==> src/rtl/swm_cmd_pkg.sv <==
package swm_cmd_pkg;
    localparam int BYTE_W   = 8;
    localparam int SLOT_N   = 4;
    localparam int CNT_W    = 3;
    localparam int HOLD_N   = 3;
    localparam int WAIT_MAX = 4;
    localparam int KIND_W   = 3;

    typedef enum logic [2:0] {
        SQ_IDLE,
        SQ_DECODE,
        SQ_MATCH,
        SQ_QUEUE,
        SQ_DONE
    } seq_st_t;

    typedef enum logic [1:0] {
        RD_NONE,
        RD_OR1,
        RD_OR2
    } rd_tag_t;

    function automatic logic [KIND_W-1:0] op_kind(input logic [BYTE_W-1:0] op);
        return op[KIND_W-1:0];
    endfunction

    function automatic logic op_legal(input logic [BYTE_W-1:0] op);
        return (op[BYTE_W-1:KIND_W] == '0) && (op[KIND_W-1:0] != 3'd0)
            && (op[KIND_W-1:0] != 3'd7);
    endfunction

    function automatic logic [CNT_W-1:0] op_need(input logic [KIND_W-1:0] k);
        return (k == 3'd1 || k == 3'd3) ? CNT_W'(4) : CNT_W'(2);
    endfunction
endpackage

==> src/rtl/swm_sync.sv <==
module swm_sync #(
    parameter int             W    = 1,
    parameter logic [W-1:0]   INIT = '0
) (
    input  logic         clk,
    input  logic         rst_n,
    input  logic [W-1:0] d,
    output logic [W-1:0] q
);
    typedef struct packed {
        logic [W-1:0] s1;
        logic [W-1:0] s2;
    } sync_t;

    sync_t r_d, r_q;

    always_comb begin
        r_d.s1 = d;
        r_d.s2 = r_q.s1;
    end

    always_ff @(posedge clk or negedge rst_n) begin
        if (!rst_n) begin
            r_q <= '{s1: INIT, s2: INIT};
        end else begin
            r_q <= r_d;
        end
    end

    assign q = r_q.s2;
endmodule

==> src/rtl/swm_strobe.sv <==
module swm_strobe #(
    parameter int DW = 8
) (
    input  logic          clk,
    input  logic          rst_n,
    input  logic          sel,
    input  logic          rd_n,
    input  logic          wr_n,
    input  logic          cd,
    input  logic [DW-1:0] din,
    output logic          wr_evt,
    output logic          wr_cd,
    output logic [DW-1:0] wr_byte,
    output logic          rd_evt,
    output logic          rd_cd
);
    typedef struct packed {
        logic          rd_lo;
        logic          wr_lo;
        logic          rd_bad;
        logic          wr_bad;
        logic          wcd;
        logic [DW-1:0] wbyte;
        logic          rcd;
    } strb_t;

    strb_t s_d, s_q;
    logic rd_lo_c, wr_lo_c, clash_c;

    assign rd_lo_c = sel & ~rd_n;
    assign wr_lo_c = sel & ~wr_n;
    assign clash_c = rd_lo_c & wr_lo_c;

    always_comb begin
        s_d        = s_q;
        s_d.rd_lo  = rd_lo_c;
        s_d.wr_lo  = wr_lo_c;
        s_d.wr_bad = wr_lo_c & (s_q.wr_bad | clash_c);
        s_d.rd_bad = rd_lo_c & (s_q.rd_bad | clash_c);
        if (wr_lo_c && !clash_c) begin
            s_d.wbyte = din;
            s_d.wcd   = cd;
        end
        if (rd_lo_c && !clash_c) begin
            s_d.rcd = cd;
        end
    end

    always_ff @(posedge clk or negedge rst_n) begin
        if (!rst_n) begin
            s_q <= '0;
        end else begin
            s_q <= s_d;
        end
    end

    assign wr_evt  = s_q.wr_lo & ~wr_lo_c & ~s_q.wr_bad;
    assign rd_evt  = s_q.rd_lo & ~rd_lo_c & ~s_q.rd_bad;
    assign wr_cd   = s_q.wcd;
    assign wr_byte = s_q.wbyte;
    assign rd_cd   = s_q.rcd;


    strobe_excl_chk: assert property (@(posedge clk) disable iff (!rst_n)
        !(wr_evt && rd_evt));
endmodule

==> src/rtl/swm_stack.sv <==
module swm_stack #(
    parameter int DEPTH = 4,
    parameter int DW    = 8,
    parameter int CW    = 3
) (
    input  logic                clk,
    input  logic                rst_n,
    input  logic                push,
    input  logic                clear,
    input  logic [DW-1:0]       byte_in,
    output logic [CW-1:0]       cnt,
    output logic [DW-1:0]       head,
    output logic [DEPTH*DW-1:0] flat
);
    localparam int IDX_W = $clog2(DEPTH);

    typedef struct packed {
        logic [DEPTH-1:0][DW-1:0] slot;
        logic [CW-1:0]            cnt;
    } stk_t;

    stk_t k_d, k_q;

    always_comb begin
        k_d = k_q;
        if (clear) begin
            k_d = '0;
        end else if (push) begin
            if (k_q.cnt < CW'(DEPTH)) begin
                k_d.slot[k_q.cnt[IDX_W-1:0]] = byte_in;
            end
            if (k_q.cnt != '1) begin
                k_d.cnt = k_q.cnt + 1'b1;
            end
        end
    end

    always_ff @(posedge clk or negedge rst_n) begin
        if (!rst_n) begin
            k_q <= '0;
        end else begin
            k_q <= k_d;
        end
    end

    for (genvar g = 0; g < DEPTH; g++) begin : g_flat
        assign flat[(DEPTH-1-g)*DW +: DW] = k_q.slot[g];
    end

    assign cnt  = k_q.cnt;
    assign head = k_q.slot[0];


    count_nowrap_chk: assert property (@(posedge clk) disable iff (!rst_n)
        (push && !clear) |=> (cnt != '0));
endmodule

==> src/rtl/swm_seq.sv <==
module swm_seq
    import swm_cmd_pkg::*;
#(
    parameter int DW = 8,
    parameter int CW = 3
) (
    input  logic              clk,
    input  logic              rst_n,
    input  logic              wr_evt,
    input  logic              wr_cd,
    input  logic [DW-1:0]     wr_byte,
    input  logic              rd_evt,
    input  logic              rd_cd,
    input  logic              spare,
    input  logic [DW-1:0]     ref_val,
    input  logic [DW-1:0]     ref_mask,
    input  logic [CW-1:0]     stk_cnt,
    input  logic [DW-1:0]     stk_head,
    output logic              push,
    output logic              clear,
    output logic [DW-1:0]     or1,
    output logic [DW-1:0]     or2,
    output logic              dr,
    output logic              exec_v,
    output logic [KIND_W-1:0] exec_op,
    output logic              rd_step
);
    localparam int WW = $clog2(WAIT_MAX);
    localparam int HW = $clog2(HOLD_N + 1);

    typedef struct packed {
        seq_st_t           st;
        logic [DW-1:0]     opc;
        logic              legal;
        logic [KIND_W-1:0] kind;
        logic [KIND_W-1:0] xop;
        logic [WW-1:0]     wcnt;
        logic [HW-1:0]     hold;
        rd_tag_t           last;
        logic [DW-1:0]     or1;
        logic [DW-1:0]     or2;
        logic              dr;
        logic              ev;
        logic              step;
    } seq_t;

    seq_t q_d, q_q;
    logic idle_c, held_c, go_c, hit_c;
    rd_tag_t tag_c;

    assign idle_c = (q_q.st == SQ_IDLE);
    assign held_c = (q_q.hold != '0);
    assign go_c   = wr_evt & wr_cd & idle_c & ~held_c;
    assign push   = wr_evt & ~wr_cd & idle_c & ~held_c;
    assign hit_c  = (((stk_head ^ ref_val) & ref_mask) == '0);
    assign tag_c  = rd_cd ? RD_OR2 : RD_OR1;

    always_comb begin
        q_d      = q_q;
        q_d.ev   = 1'b0;
        q_d.step = 1'b0;
        clear    = 1'b0;
        if (held_c) begin
            q_d.hold = q_q.hold - 1'b1;
        end
        if (rd_evt && (tag_c != q_q.last)) begin
            q_d.step = 1'b1;
            q_d.last = tag_c;
            if (rd_cd) begin
                q_d.hold = HW'(HOLD_N);
            end
        end
        case (q_q.st)
            SQ_IDLE: begin
                if (go_c) begin
                    q_d.st   = SQ_DECODE;
                    q_d.opc  = wr_byte;
                    q_d.hold = HW'(HOLD_N);
                end
            end
            SQ_DECODE: begin
                q_d.kind  = op_kind(q_q.opc);
                q_d.legal = op_legal(q_q.opc) && (stk_cnt == op_need(op_kind(q_q.opc)));
                q_d.st    = SQ_MATCH;
            end
            SQ_MATCH: begin
                q_d.wcnt = '0;
                if (!q_q.legal) begin
                    q_d.dr = 1'b0;
                    clear  = 1'b1;
                    q_d.st = SQ_IDLE;
                end else if (hit_c || q_q.kind == 3'd5) begin
                    q_d.xop = q_q.kind;
                    q_d.st  = SQ_QUEUE;
                end else if (q_q.kind == 3'd1 || q_q.kind == 3'd3) begin
                    q_d.xop = 3'd2;
                    q_d.st  = SQ_QUEUE;
                end else begin
                    clear  = 1'b1;
                    q_d.st = SQ_IDLE;
                end
            end
            SQ_QUEUE: begin
                if (spare || q_q.wcnt == WW'(WAIT_MAX - 1)) begin
                    q_d.st   = SQ_DONE;
                    q_d.ev   = 1'b1;
                    q_d.or1  = {{(DW-KIND_W){1'b0}}, q_q.xop};
                    q_d.or2  = stk_head;
                    q_d.dr   = 1'b1;
                    q_d.last = RD_NONE;
                end else begin
                    q_d.wcnt = q_q.wcnt + 1'b1;
                end
            end
            SQ_DONE: begin
                clear  = 1'b1;
                q_d.st = SQ_IDLE;
            end
            default: q_d.st = SQ_IDLE;
        endcase
    end

    always_ff @(posedge clk or negedge rst_n) begin
        if (!rst_n) begin
            q_q      <= '0;
            q_q.st   <= SQ_IDLE;
            q_q.last <= RD_NONE;
            q_q.dr   <= 1'b1;
        end else begin
            q_q <= q_d;
        end
    end

    assign or1     = q_q.or1;
    assign or2     = q_q.or2;
    assign dr      = q_q.dr;
    assign exec_v  = q_q.ev;
    assign exec_op = q_q.xop;
    assign rd_step = q_q.step;

    // latency window counter for the checks below
    logic [3:0] lat_q;
    always_ff @(posedge clk or negedge rst_n) begin
        if (!rst_n) begin
            lat_q <= '0;
        end else if (go_c) begin
            lat_q <= 4'd1;
        end else if (!idle_c && lat_q != 4'hF) begin
            lat_q <= lat_q + 1'b1;
        end
    end


    exec_latency_chk: assert property (@(posedge clk) disable iff (!rst_n)
        exec_v |-> (lat_q >= 4'd4 && lat_q <= 4'd7));


    exec_kind_chk: assert property (@(posedge clk) disable iff (!rst_n)
        exec_v |-> (exec_op >= 3'd1 && exec_op <= 3'd6));


    dr_rise_chk: assert property (@(posedge clk) disable iff (!rst_n)
        $rose(dr) |-> exec_v);


    step_single_chk: assert property (@(posedge clk) disable iff (!rst_n)
        rd_step |=> !rd_step);


    hold_after_read_chk: assert property (@(posedge clk) disable iff (!rst_n)
        (rd_step && q_q.last == RD_OR2) |-> !push);
endmodule

==> src/rtl/swm_cmd_ctrl.sv <==
module swm_cmd_ctrl
    import swm_cmd_pkg::*;
#(
    parameter int DW    = BYTE_W,
    parameter int DEPTH = SLOT_N,
    parameter int CW    = CNT_W
) (
    input  logic                clk,
    input  logic                rst_n,
    input  logic                cs_a_n,
    input  logic                cs_b_n,
    input  logic                rd_n,
    input  logic                wr_n,
    input  logic                cd,
    input  logic [DW-1:0]       din,
    output logic [DW-1:0]       dout,
    output logic                dout_oe,
    output logic                dr,
    input  logic                mem_spare,
    input  logic [DW-1:0]       match_ref,
    input  logic [DW-1:0]       match_mask,
    output logic                exec_valid,
    output logic [KIND_W-1:0]   exec_op,
    output logic [DEPTH*DW-1:0] exec_data,
    output logic                rd_step
);
    localparam int SW = DW + 4;
    localparam logic [SW-1:0] SYNC_INIT = {1'b0, 1'b1, 1'b1, 1'b0, {DW{1'b0}}};

    logic          sel_raw;
    logic [SW-1:0] sy;
    logic          wr_evt, wr_cd, rd_evt, rd_cd;
    logic [DW-1:0] wr_byte;
    logic          push, clear;
    logic [CW-1:0] stk_cnt;
    logic [DW-1:0] stk_head, or1, or2;

    assign sel_raw = ~cs_a_n & ~cs_b_n;

    swm_sync #(.W(SW), .INIT(SYNC_INIT)) u_sync (
        .clk (clk),
        .rst_n (rst_n),
        .d   ({sel_raw, rd_n, wr_n, cd, din}),
        .q   (sy)
    );

    swm_strobe #(.DW(DW)) u_strobe (
        .clk     (clk),
        .rst_n   (rst_n),
        .sel     (sy[DW+3]),
        .rd_n    (sy[DW+2]),
        .wr_n    (sy[DW+1]),
        .cd      (sy[DW]),
        .din     (sy[DW-1:0]),
        .wr_evt  (wr_evt),
        .wr_cd   (wr_cd),
        .wr_byte (wr_byte),
        .rd_evt  (rd_evt),
        .rd_cd   (rd_cd)
    );

    swm_stack #(.DEPTH(DEPTH), .DW(DW), .CW(CW)) u_stack (
        .clk     (clk),
        .rst_n   (rst_n),
        .push    (push),
        .clear   (clear),
        .byte_in (wr_byte),
        .cnt     (stk_cnt),
        .head    (stk_head),
        .flat    (exec_data)
    );

    swm_seq #(.DW(DW), .CW(CW)) u_seq (
        .clk      (clk),
        .rst_n    (rst_n),
        .wr_evt   (wr_evt),
        .wr_cd    (wr_cd),
        .wr_byte  (wr_byte),
        .rd_evt   (rd_evt),
        .rd_cd    (rd_cd),
        .spare    (mem_spare),
        .ref_val  (match_ref),
        .ref_mask (match_mask),
        .stk_cnt  (stk_cnt),
        .stk_head (stk_head),
        .push     (push),
        .clear    (clear),
        .or1      (or1),
        .or2      (or2),
        .dr       (dr),
        .exec_v   (exec_valid),
        .exec_op  (exec_op),
        .rd_step  (rd_step)
    );

    assign dout    = cd ? or2 : or1;
    assign dout_oe = sel_raw & ~rd_n & wr_n;


    busy_stack_chk: assert property (@(posedge clk) disable iff (!rst_n)
        exec_valid |-> !push);
endmodule

==> config.mk <==
export PLATFORM = sky130hd
export DESIGN_NAME = swm_cmd_ctrl
export DESIGN_NICKNAME = d
export VERILOG_FILES = /design/src/rtl/swm_cmd_pkg.sv /design/src/rtl/swm_sync.sv /design/src/rtl/swm_strobe.sv /design/src/rtl/swm_stack.sv /design/src/rtl/swm_seq.sv /design/src/rtl/swm_cmd_ctrl.sv
export SDC_FILE = /design/constraint.sdc
export NUM_CORES = 1
export LEC_CHECK = 0
export BUFFER_PORTS_ARGS = -buffer_cell sky130_fd_sc_hd__buf_2
export CAP_MARGIN = 20
export CORE_UTILIZATION = 50
export CTS_CLUSTER_DIAMETER = 200
export DETAILED_ROUTE_END_ITERATION = 10
export MAX_ROUTING_LAYER = met4
export PLACE_DENSITY = 0.69
export SLEW_MARGIN = 20
export SYNTH_ARGS = -nofsm -noshare
export SYNTH_HDL_FRONTEND = slang
export SYNTH_SLANG_ARGS = --single-unit
==> constraint.sdc <==
create_clock -name clk -period 2.52 [get_ports clk]
set_clock_uncertainty 0.1 [all_clocks]
set_input_delay 0.126 -clock clk [delete_from_list [all_inputs] [get_ports clk]]
set_output_delay 0.126 -clock clk [all_outputs]
set_load 0.005 [all_outputs]
==> results_dict.tcl, run 1 <==
set metrics [dict create \
    worstSetupPathType "reg -> reg" \
    setup-violations-final 0 \
    grt_first_pass_wirelength_um 15600 \
    finish.instance_area_um2 5560 \
    number_of_global_route_vias_before_repair 2984 \
    start_util_pct 51.2 \
    worst_slew_margin_rel_pct 53.3 \
    critPathCaptureType "flop" \
    yosysTopAreaCellShare_pct 56.4 \
    max_stage_delay_ps 710 \
    min_period_over_period_pct 91.8 \
    finalMaxSlewViolations 0 \
    critical-path-slowest-cell "sky130_fd_sc_hd__and4b_2" \
    leakagePower_nw 2.92 \
    achievable-frequency_mhz 432 \
    final_period_minus_worst_setup_slack_ps 2310 \
    worst-path-buf-inv 1 \
    cts_tree "done" \
    synth_seq_area_share_pct 59.1 \
    post_cts_hold_buffer_count 16 \
    synthDominantAreaCellType "sky130_fd_sc_hd__dfrtp_1" \
    power_per_cell_area_nw_per_um2 864 \
    count_of_instances_resized_after_the_clock_tree_is_built 0 \
    placementRows 35 \
    top_level_ports 79 \
    ys_top_cells_by_area "sky130_fd_sc_hd__dfrtp_1 (56%), sky130_fd_sc_hd__mux2_2 (8.4%), sky130_fd_sc_hd__mux2i_1 (7.2%)" \
    ant_nets 0 \
    io_buffers 78 \
    tritoncts.num_buffers 9 \
    grt_antenna_before_repair 0 \
    yosys.cell_types.count 42 \
    path_cells "xor2_1 > a22oi_1 > nand4_2 > and4b_2 > buf_4 > nor3_2" \
    status "finished clean" \
    maximum_number_of_pins_on_one_net_before_global_route_repair 59 \
    vias 2966 \
    clk_latency_ps 370 \
    avgViaCountPerCell 5.32 \
    critPathRequiredTime_ps 2650 \
    tns_ps 0 \
    power.ir.vdd_worst_v 0.000472 \
    area_growth_syn_to_layout_pct 18.1 \
    synthesis.instances 343 \
    post_cts_buffers 0 \
    cts_num_sinks 111 \
    routed_wirelength_um 9400 \
    ratio_of_cells_with_drive_above_1_in_the_final_layout_pct 40.6 \
    path_delay_family "simple AND/OR/NAND/NOR gates" \
    dominantRegCellSynth "sky130_fd_sc_hd__dfrtp_1" \
    worst_slew_pin_slew_ps 700 \
    setup.worst_path.start_class "flop" \
    post_synthesis_instance_area_um2 4710 \
    syn-num-nets 381 \
    track_usage_pct 21.4 \
    avgSynthCellArea_um2 13.7 \
    route.detailed.drc 0 \
    timing_hold_violations_final 0 \
    diodes 0 \
    die_height_um 99.0 \
    grt.overflow.total 0 \
    routabilityCongestion 0.803 \
    nets 479 \
    synth-edff-count 0 \
    core_region_area_um2 9200 \
    place_area_um2 5190 \
    drv_cap 0 \
    cp_data_arrival_time_ps 2440 \
    iteration_count_of_the_initial_detailed_routing_pass 4 \
    routedWlPerCell_um 16.9 \
    chipWidth_um 99.0 \
    cts.root.buffer_cell "sky130_fd_sc_hd__clkbuf_8" \
    ys.warnings.count 0 \
    hp_class "in -> async" \
    synth-seq-cells 111 \
    cts_htree_levels 3 \
    fill_cells 761 \
    rsz0062_at_grt "false" \
    cts.path.max_buffers 2 \
    detailed_place_hpwl_um 6370 \
    clk_pin_slew_ps 110 \
    worst-path-max-fanout 24 \
    design.die.area_um2 9810 \
    drt_first_iter_violations 178 \
    synth-async-reset-ratio_pct 100 \
]
placed cells by master, fill, tap and decap left out, drive strengths merged, types with 8 or more instances in the layout:
cell type,n
nand2,11
buf,86
dlygate4sd3,16
mux2,35
nor2,15
dfrtp,106
clkbuf,10
mux2i,34
nor3,33
o21ai,8
inv,15
nand3,10
xor2,8
final cells by class:
cell class | count | area [µm²] | share of cell area, %
tap | 111 | 139 | 2.50
clock buffer | 10 | 128 | 2.30
inverter | 12 | 45.0 | 0.810
timing repair buffer | 102 | 626 | 11.3
sequential | 111 | 2780 | 50.1
clock inverter | 6 | 77.6 | 1.40
multi-input combinational | 205 | 1760 | 31.7
cells by family after synthesis:
group / count (synthesis) / share of synthesized area, %
flops: 111 / 59.1
simple gates: 90 / 13.6
mux: 69 / 15.6
compound gates: 32 / 4.94
buf+inv: 27 / 3.61
xor+xnor: 8 / 1.49
fa+ha+maj: 6 / 1.59
where the power goes:
group | total, mW | internal [mW] | switching, mW
clock network | 1.11 | 0.480 | 0.626
registers | 2.54 | 2.19 | 0.357
logic | 1.15 | 0.604 | 0.549
worst paths after layout:
kind | start | to | slack [ps] | cells past startpoint
max | u_stack.head[7] | u_stack.head[5] | 210 | 6
min | rst_n | u_seq.exec_op[0] | 180 | 3
max reg2reg | u_stack.head[7] | u_stack.head[5] | 210 | 6
min reg2reg | u_sync.r_d[6] | u_sync.q[6] | 260 | 0
max in group asynchronous | rst_n | u_sync.q[8] | 1510 | 3
min in group clk | u_sync.r_d[6] | u_sync.q[6] | 260 | 0
stage by stage:
step / total power [mW] / setup WS, ps / hold slack [ps] / instances / utilization [%]
2_1_floorplan: 3.18 / 706 / -270 / 343 / -
3_3_place_gp: 3.68 / 202 / -153 / 525 / 56.5
3_5_place_dp: 3.72 / 189 / -153 / 525 / 56.5
4_1_cts: 4.85 / 160 / 193 / 557 / 60.5
5_1_grt: 5.09 / 42.8 / 213 / 557 / 60.5
6_report: 4.80 / 207 / 181 / 557 / 60.5
cell usage after synthesis, types with 4 or more instances:
library cell and n:
sky130_fd_sc_hd__nand3_1 7, sky130_fd_sc_hd__a21o_1 4, sky130_fd_sc_hd__ha_1 6, sky130_fd_sc_hd__buf_4 6, sky130_fd_sc_hd__dfstp_2 5, sky130_fd_sc_hd__mux2i_1 34, sky130_fd_sc_hd__nand2_1 11, sky130_fd_sc_hd__dfrtp_1 106
sky130_fd_sc_hd__nor3_2 30, sky130_fd_sc_hd__inv_1 12, sky130_fd_sc_hd__mux2_2 35, sky130_fd_sc_hd__a21oi_1 6, sky130_fd_sc_hd__nand2b_1 4, sky130_fd_sc_hd__and2_1 5, sky130_fd_sc_hd__buf_2 4, sky130_fd_sc_hd__xor2_1 8
sky130_fd_sc_hd__o21ai_0 8, sky130_fd_sc_hd__nor2_1 15
tightest hold or removal path: stages:
cell                            delay (ps)
sky130_fd_sc_hd__dlygate4sd3_1         520
sky130_fd_sc_hd__buf_4                 130
sky130_fd_sc_hd__buf_12                270
flip-flops by register name (all words and copies together) (netlist names), 3 cells and up:
signal            flops
u_stack.cnt           3
u_strobe.wr_byte      8
u_strobe.s_q          4
u_sync.q             12
u_seq.exec_op         3
u_stack.flat         24
u_seq.or1             3
u_seq.q_q            21
u_stack.head          8
u_seq.or2             8
u_sync.r_d           12
metal layers:
| metal | wire (µm) | up-vias | GRT usage [%] | part of all wire (%) |
|---|---|---|---|---|
| li1 | - | 1397 | - | - |
| met1 | 4360 | 1511 | 28.8 | 46 |
| met2 | 4720 | 48 | 34.3 | 50 |
| met3 | 228 | 10 | 2.91 | 2.4 |
| met4 | 99 | 0 | 6.20 | 1.1 |
| met5 | 0 | - | - | 0 |
Note: power is estimated with default switching activity, not from simulation.
==> inputs of run 2 (changes only) <==
CORE_UTILIZATION = 55   (was 50)
PLACE_DENSITY = 0.75   (was 0.69)
==> run 2 against run 1 <==
  * Worst setup slack better by 58 ps
  * First-iteration DRC count decreased by 19%
  * Design area stayed put
  * Flip-flop and latch count is the same
  * Clock-buffer cell count decreased by 1
  * Combinational power is essentially flat
  * Utilization rose by 6.9 points
  * Global-route usage increased by 2.7 points
  * Clock power is 6% lower
  * Total power decreased by 1.3%
  * Via count up 0.44%
  * Largest cell class unchanged
  * Largest power group unchanged
==> results_dict.tcl, run 2 (synthesized netlist as in run 1, its figures left out) <==
set metrics [dict create \
    status "finished clean" \
    critical-path-slowest-cell "sky130_fd_sc_hd__and3_1" \
    critPathCaptureType "flop" \
    path_cells "nor4b_2 > and3_1 > and3_1 > mux2i_1 > nor3_2" \
    cp-startpoint "u_seq.q_q[40]" \
    avgViaCountPerCell 5.42 \
    vias 2979 \
    post_cts_buffers 0 \
    finalMaxSlewViolations 0 \
    power_mw 4.74 \
    finish.instance_area_um2 5560 \
    die_height_um 94.5 \
    grt_antenna_before_repair 0 \
    routedWlPerCell_um 16.9 \
    chipWidth_um 94.5 \
    cts_num_sinks 111 \
    detailed_place_hpwl_um 6340 \
    final_period_minus_worst_setup_slack_ps 2250 \
    diodes 0 \
    nets 478 \
    grt.overflow.total 0 \
    min_period_over_period_pct 89.4 \
    cpMostUsedCell "sky130_fd_sc_hd__and3_1" \
    top_level_ports 79 \
    route.detailed.drc 0 \
    critPathRequiredTime_ps 2670 \
    reg2reg_slack_ps 270 \
    cts_tree "done" \
    iteration_count_of_the_initial_detailed_routing_pass 4 \
    layoutNonFillerInstCount 550 \
    place_area_um2 5210 \
    largest_register_ffs 24 \
    leakagePower_nw 2.92 \
    tns_ps 0 \
    mostFrequentLayoutCell "sky130_fd_sc_hd__dfrtp_1" \
    achievable-frequency_mhz 444 \
    worstSetupPathType "reg -> reg" \
    number_of_global_route_vias_before_repair 3038 \
    start_util_pct 57.0 \
    core_region_area_um2 8260 \
    hp_class "in -> async" \
    placed_cells_incl_taps 519 \
    io_buffers 78 \
    power_per_cell_area_nw_per_um2 853 \
    worst_slew_margin_rel_pct 50.8 \
    worst_slew_pin_slew_ps 738 \
    cts.root.buffer_cell "sky130_fd_sc_hd__clkbuf_8" \
    track_usage_pct 24.1 \
    clk_latency_ps 380 \
    max_stage_delay_ps 520 \
    r2r.worst_path.cells 5 \
    worst-path-max-fanout 9 \
    design.die.area_um2 8930 \
    routabilityCongestion 0.741 \
    cts.path.max_buffers 2 \
    fill_cells 596 \
    setup.worst_path.start_class "flop" \
    timing.critical_path.to "u_stack.head[7]" \
    power.ir.vdd_worst_v 0.000488 \
    ratio_of_cells_with_drive_above_1_in_the_final_layout_pct 40.9 \
    routed_wirelength_um 9320 \
    rsz0062_at_grt "false" \
    maximum_number_of_pins_on_one_net_before_global_route_repair 58 \
    clk_pin_slew_ps 110 \
    ant_nets 0 \
    tritoncts.num_buffers 9 \
    placementRows 33 \
    mostFrequentLayoutCells "sky130_fd_sc_hd__dfrtp_1 (106), sky130_fd_sc_hd__buf_2 (77), sky130_fd_sc_hd__mux2_2 (35), sky130_fd_sc_hd__mux2i_1 (34), sky130_fd_sc_hd__nor3_2 (30)" \
    cts_htree_levels 3 \
    setup-violations-final 0 \
    timing_hold_violations_final 0 \
    worstReg2RegEnd "u_stack.head[7]" \
    rr_startpoint "u_seq.q_q[40]" \
    drt_first_iter_violations 144 \
    drv_cap 0 \
    grt_first_pass_wirelength_um 15200 \
    area_growth_syn_to_layout_pct 18.1 \
    cp_data_arrival_time_ps 2400 \
]
-- run 2: changes by cell type in the layout (fill, tap and decap cells not counted), sizes merged --
cell,previous run,this run
bufinv,1,0
clkbuf,10,9
clkinv,1,4
clkinvlp,1,0
dlygate4sd3,16,15
-- run 2: where the power goes --
part / internal [mW] / leakage, nW / switching (mW) / total (mW)
clock network: 0.390 / 0.101 / 0.646 / 1.04
registers: 2.19 / 1.41 / 0.379 / 2.56
logic: 0.599 / 1.41 / 0.541 / 1.14
total: 3.17 / 2.92 / 1.57 / 4.74
-- run 2: area by class of cell --
class | instances | area, µm² | share of cell area, %
timing repair buffer | 101 | 641 | 11.5
tap | 105 | 131 | 2.36
clock inverter | 7 | 73.8 | 1.33
clock buffer | 9 | 124 | 2.23
sequential | 111 | 2780 | 50.1
multi-input combinational | 205 | 1760 | 31.7
inverter | 12 | 45.0 | 0.810
-- run 2: repair_timing --
item	CTS	global route
hold buffers	15	0
endpoints found under the hold margin	68	0
resized for setup	0	0
-- run 2: how the worst min path moves through the flow --
stage                  start          endpoint  cells past startpoint
2_1_floorplan          rst_n  u_seq.exec_op[0]                      0
3_3_place_gp           rst_n     u_seq.rd_step                      1
5_1_grt        u_sync.r_d[9]       u_sync.q[9]                      0
3_5_place_dp           rst_n     u_seq.rd_step                      1
6_report               rst_n     u_seq.q_q[20]                      2
4_1_cts        u_sync.r_d[8]       u_sync.q[8]                      0
-- run 2: routing by layer --
layer	track usage [%]	part of all wire, %
met1	31.7	47
met2	37.9	49
met3	3.54	2.8
met4	9.97	1.7
met5	-	0
-- run 2: worst max-delay path, delay by kind of cell, from the launching register on --
| family | cells | cell delay (ps) |
|---|---|---|
| flip-flops | 1 | 510 |
| multiplexers | 1 | 290 |
| AND/OR/NAND/NOR | 4 | 1220 |
-- run 2: stage by stage --
stage,setup WS (ps),hold WS (ps),util (%)
finish,266,236,67.3
global route,130,251,67.3
CTS,254,252,67.3
detailed placement,283,135,63.1
global placement,391,131,63.1
floorplan,706,-270,-
==> inputs of run 3 (changes only) <==
CORE_ASPECT_RATIO = 1.4   (was unset)
CTS_BUF_LIST = sky130_fd_sc_hd__clkbuf_8   (was unset)
==> run 3 against run 2 <==
  * Clock-buffer cell count unchanged
  * First-iteration DRC count is 21% lower
  * Flip-flop and latch count unchanged
  * Global-route usage decreased by 0.39 points
  * Non-clock buffer count fell by 3
  * Critical endpoint is now u_stack.head[1]
  * Highest routed layer unchanged
  * Combinational power barely moved
  * Cell count fell by 1.1%
  * Fmax up 3.5%
  * Die area is essentially flat
  * Largest power group unchanged
  * Total power fell by 1.1%
==> results_dict.tcl, run 3 (synthesized netlist as in run 1, its figures left out) <==
set metrics [dict create \
    met3WireLength_um 206 \
    worst-path-max-fanout 8 \
    worst_slew_pin_slew_ps 1020 \
    highest-signal-layer "met4" \
    number_of_global_route_vias_before_repair 3013 \
    drt_met1_wl_um 4080 \
    grt_first_pass_wirelength_um 15400 \
    final_period_minus_worst_setup_slack_ps 2180 \
    cp_data_arrival_time_ps 2290 \
    cts.path.max_buffers 2 \
    avgViaCountPerCell 5.40 \
    setup-violations-final 0 \
    core_region_area_um2 8250 \
    top_level_ports 79 \
    design.die.area_um2 8940 \
    routed_wirelength_um 9320 \
    die_height_um 111 \
    finalMaxSlewViolations 0 \
    routabilityCongestion 0.828 \
    achievable-frequency_mhz 459 \
    detailed_place_hpwl_um 6360 \
    route.detailed.drc 0 \
    ant_nets 0 \
    area_growth_syn_to_layout_pct 16.9 \
    largest_register_ffs 24 \
    post_cts_buffers 0 \
    status "finished clean" \
    diodes 0 \
    detailroute.wirelength.met2_um 4780 \
    placementRows 39 \
    leakagePower_nw 2.90 \
    mostFrequentLayoutCells "sky130_fd_sc_hd__dfrtp_1 (106), sky130_fd_sc_hd__buf_2 (77), sky130_fd_sc_hd__mux2_2 (35), sky130_fd_sc_hd__mux2i_1 (34), sky130_fd_sc_hd__nor3_2 (30)" \
    vias 2936 \
    hp_class "in -> async" \
    setup.worst_path.start_class "flop" \
    drt_first_iter_violations 114 \
    routedWlPerCell_um 17.1 \
    cts_tree "done" \
    grt_antenna_before_repair 0 \
    maximum_number_of_pins_on_one_net_before_global_route_repair 72 \
    track_usage_pct 23.7 \
    drv_cap 0 \
    post_cts_hold_buffer_count 15 \
    clk_pin_slew_ps 100 \
    nets 475 \
    min_period_over_period_pct 86.4 \
    count_of_instances_resized_after_the_clock_tree_is_built 0 \
    critPathCaptureType "flop" \
    tns_ps 0 \
    worst_slew_margin_rel_pct 31.9 \
    critPathRequiredTime_ps 2640 \
    io_buffers 78 \
    grt.overflow.total 0 \
    tritoncts.num_buffers 9 \
    iteration_count_of_the_initial_detailed_routing_pass 4 \
    cts_htree_levels 3 \
    cts.root.buffer_cell "sky130_fd_sc_hd__clkbuf_8" \
    worstSetupPathType "reg -> reg" \
    fill_cells 645 \
    power_per_cell_area_nw_per_um2 853 \
    start_util_pct 57.1 \
    timing_hold_violations_final 0 \
    clk_latency_ps 360 \
    ratio_of_cells_with_drive_above_1_in_the_final_layout_pct 40.3 \
    power.ir.vdd_worst_v 0.000750 \
    power_mw 4.69 \
    chipWidth_um 80.2 \
    cts_num_sinks 111 \
    rsz0062_at_grt "false" \
    mostFrequentLayoutCell "sky130_fd_sc_hd__dfrtp_1" \
]
run 3: stage by stage:
stage	cells	util (%)	area [µm²]	setup slack, ps	hold WS (ps)
2_1_floorplan	343	-	4710	706	-270
3_3_place_gp	513	62.6	5160	347	44.0
3_5_place_dp	513	62.6	5160	327	48.8
4_1_cts	544	66.7	5500	302	194
5_1_grt	544	66.7	5500	170	220
6_report	544	66.7	5500	342	177
run 3: routing by layer:
layer  global-route usage [%]  up-vias
met5                        -        -
met3                     2.95       17
li1                         -     1397
met2                     37.0       48
met1                     31.0     1474
met4                     10.8        0
run 3: worst max-delay path, stage by stage, from the launching register on:
cell	delay, ps
sky130_fd_sc_hd__dfrtp_1	440
sky130_fd_sc_hd__nor4b_2	290
sky130_fd_sc_hd__and3_1	360
sky130_fd_sc_hd__and3_1	510
sky130_fd_sc_hd__mux2i_1	290
sky130_fd_sc_hd__nor3_2	50
run 3: final cells by class:
cell class / instances / area, µm² / area share [%]
clock buffer: 9 / 124 / 2.25
clock inverter: 7 / 65.1 / 1.18
tap: 102 / 128 / 2.32
sequential: 111 / 2780 / 50.6
inverter: 12 / 45.0 / 0.819
multi-input combinational: 205 / 1760 / 32.0
timing repair buffer: 98 / 593 / 10.8
run 3: where the power goes:
group / leakage, nW / total, mW / internal [mW] / switching, mW
Clock: 0.100 / 1.03 / 0.453 / 0.574
Combinational: 1.39 / 1.11 / 0.583 / 0.526
Sequential: 1.41 / 2.55 / 2.19 / 0.368
Total: 2.90 / 4.69 / 3.22 / 1.47
run 3: path summary, 6_finish.rpt:
kind | startpoint | end | slack [ps] | cells after the start
setup / recovery | u_seq.q_q[41] | u_stack.head[1] | 340 | 5
hold / removal | rst_n | u_strobe.rd_cd | 180 | 2
setup reg to reg | u_seq.q_q[41] | u_stack.head[1] | 340 | 5
hold reg to reg | u_sync.r_d[1] | u_sync.q[1] | 250 | 0
max in group asynchronous | rst_n | u_sync.q[9] | 1370 | 3
min in group clk | u_sync.r_d[1] | u_sync.q[1] | 250 | 0
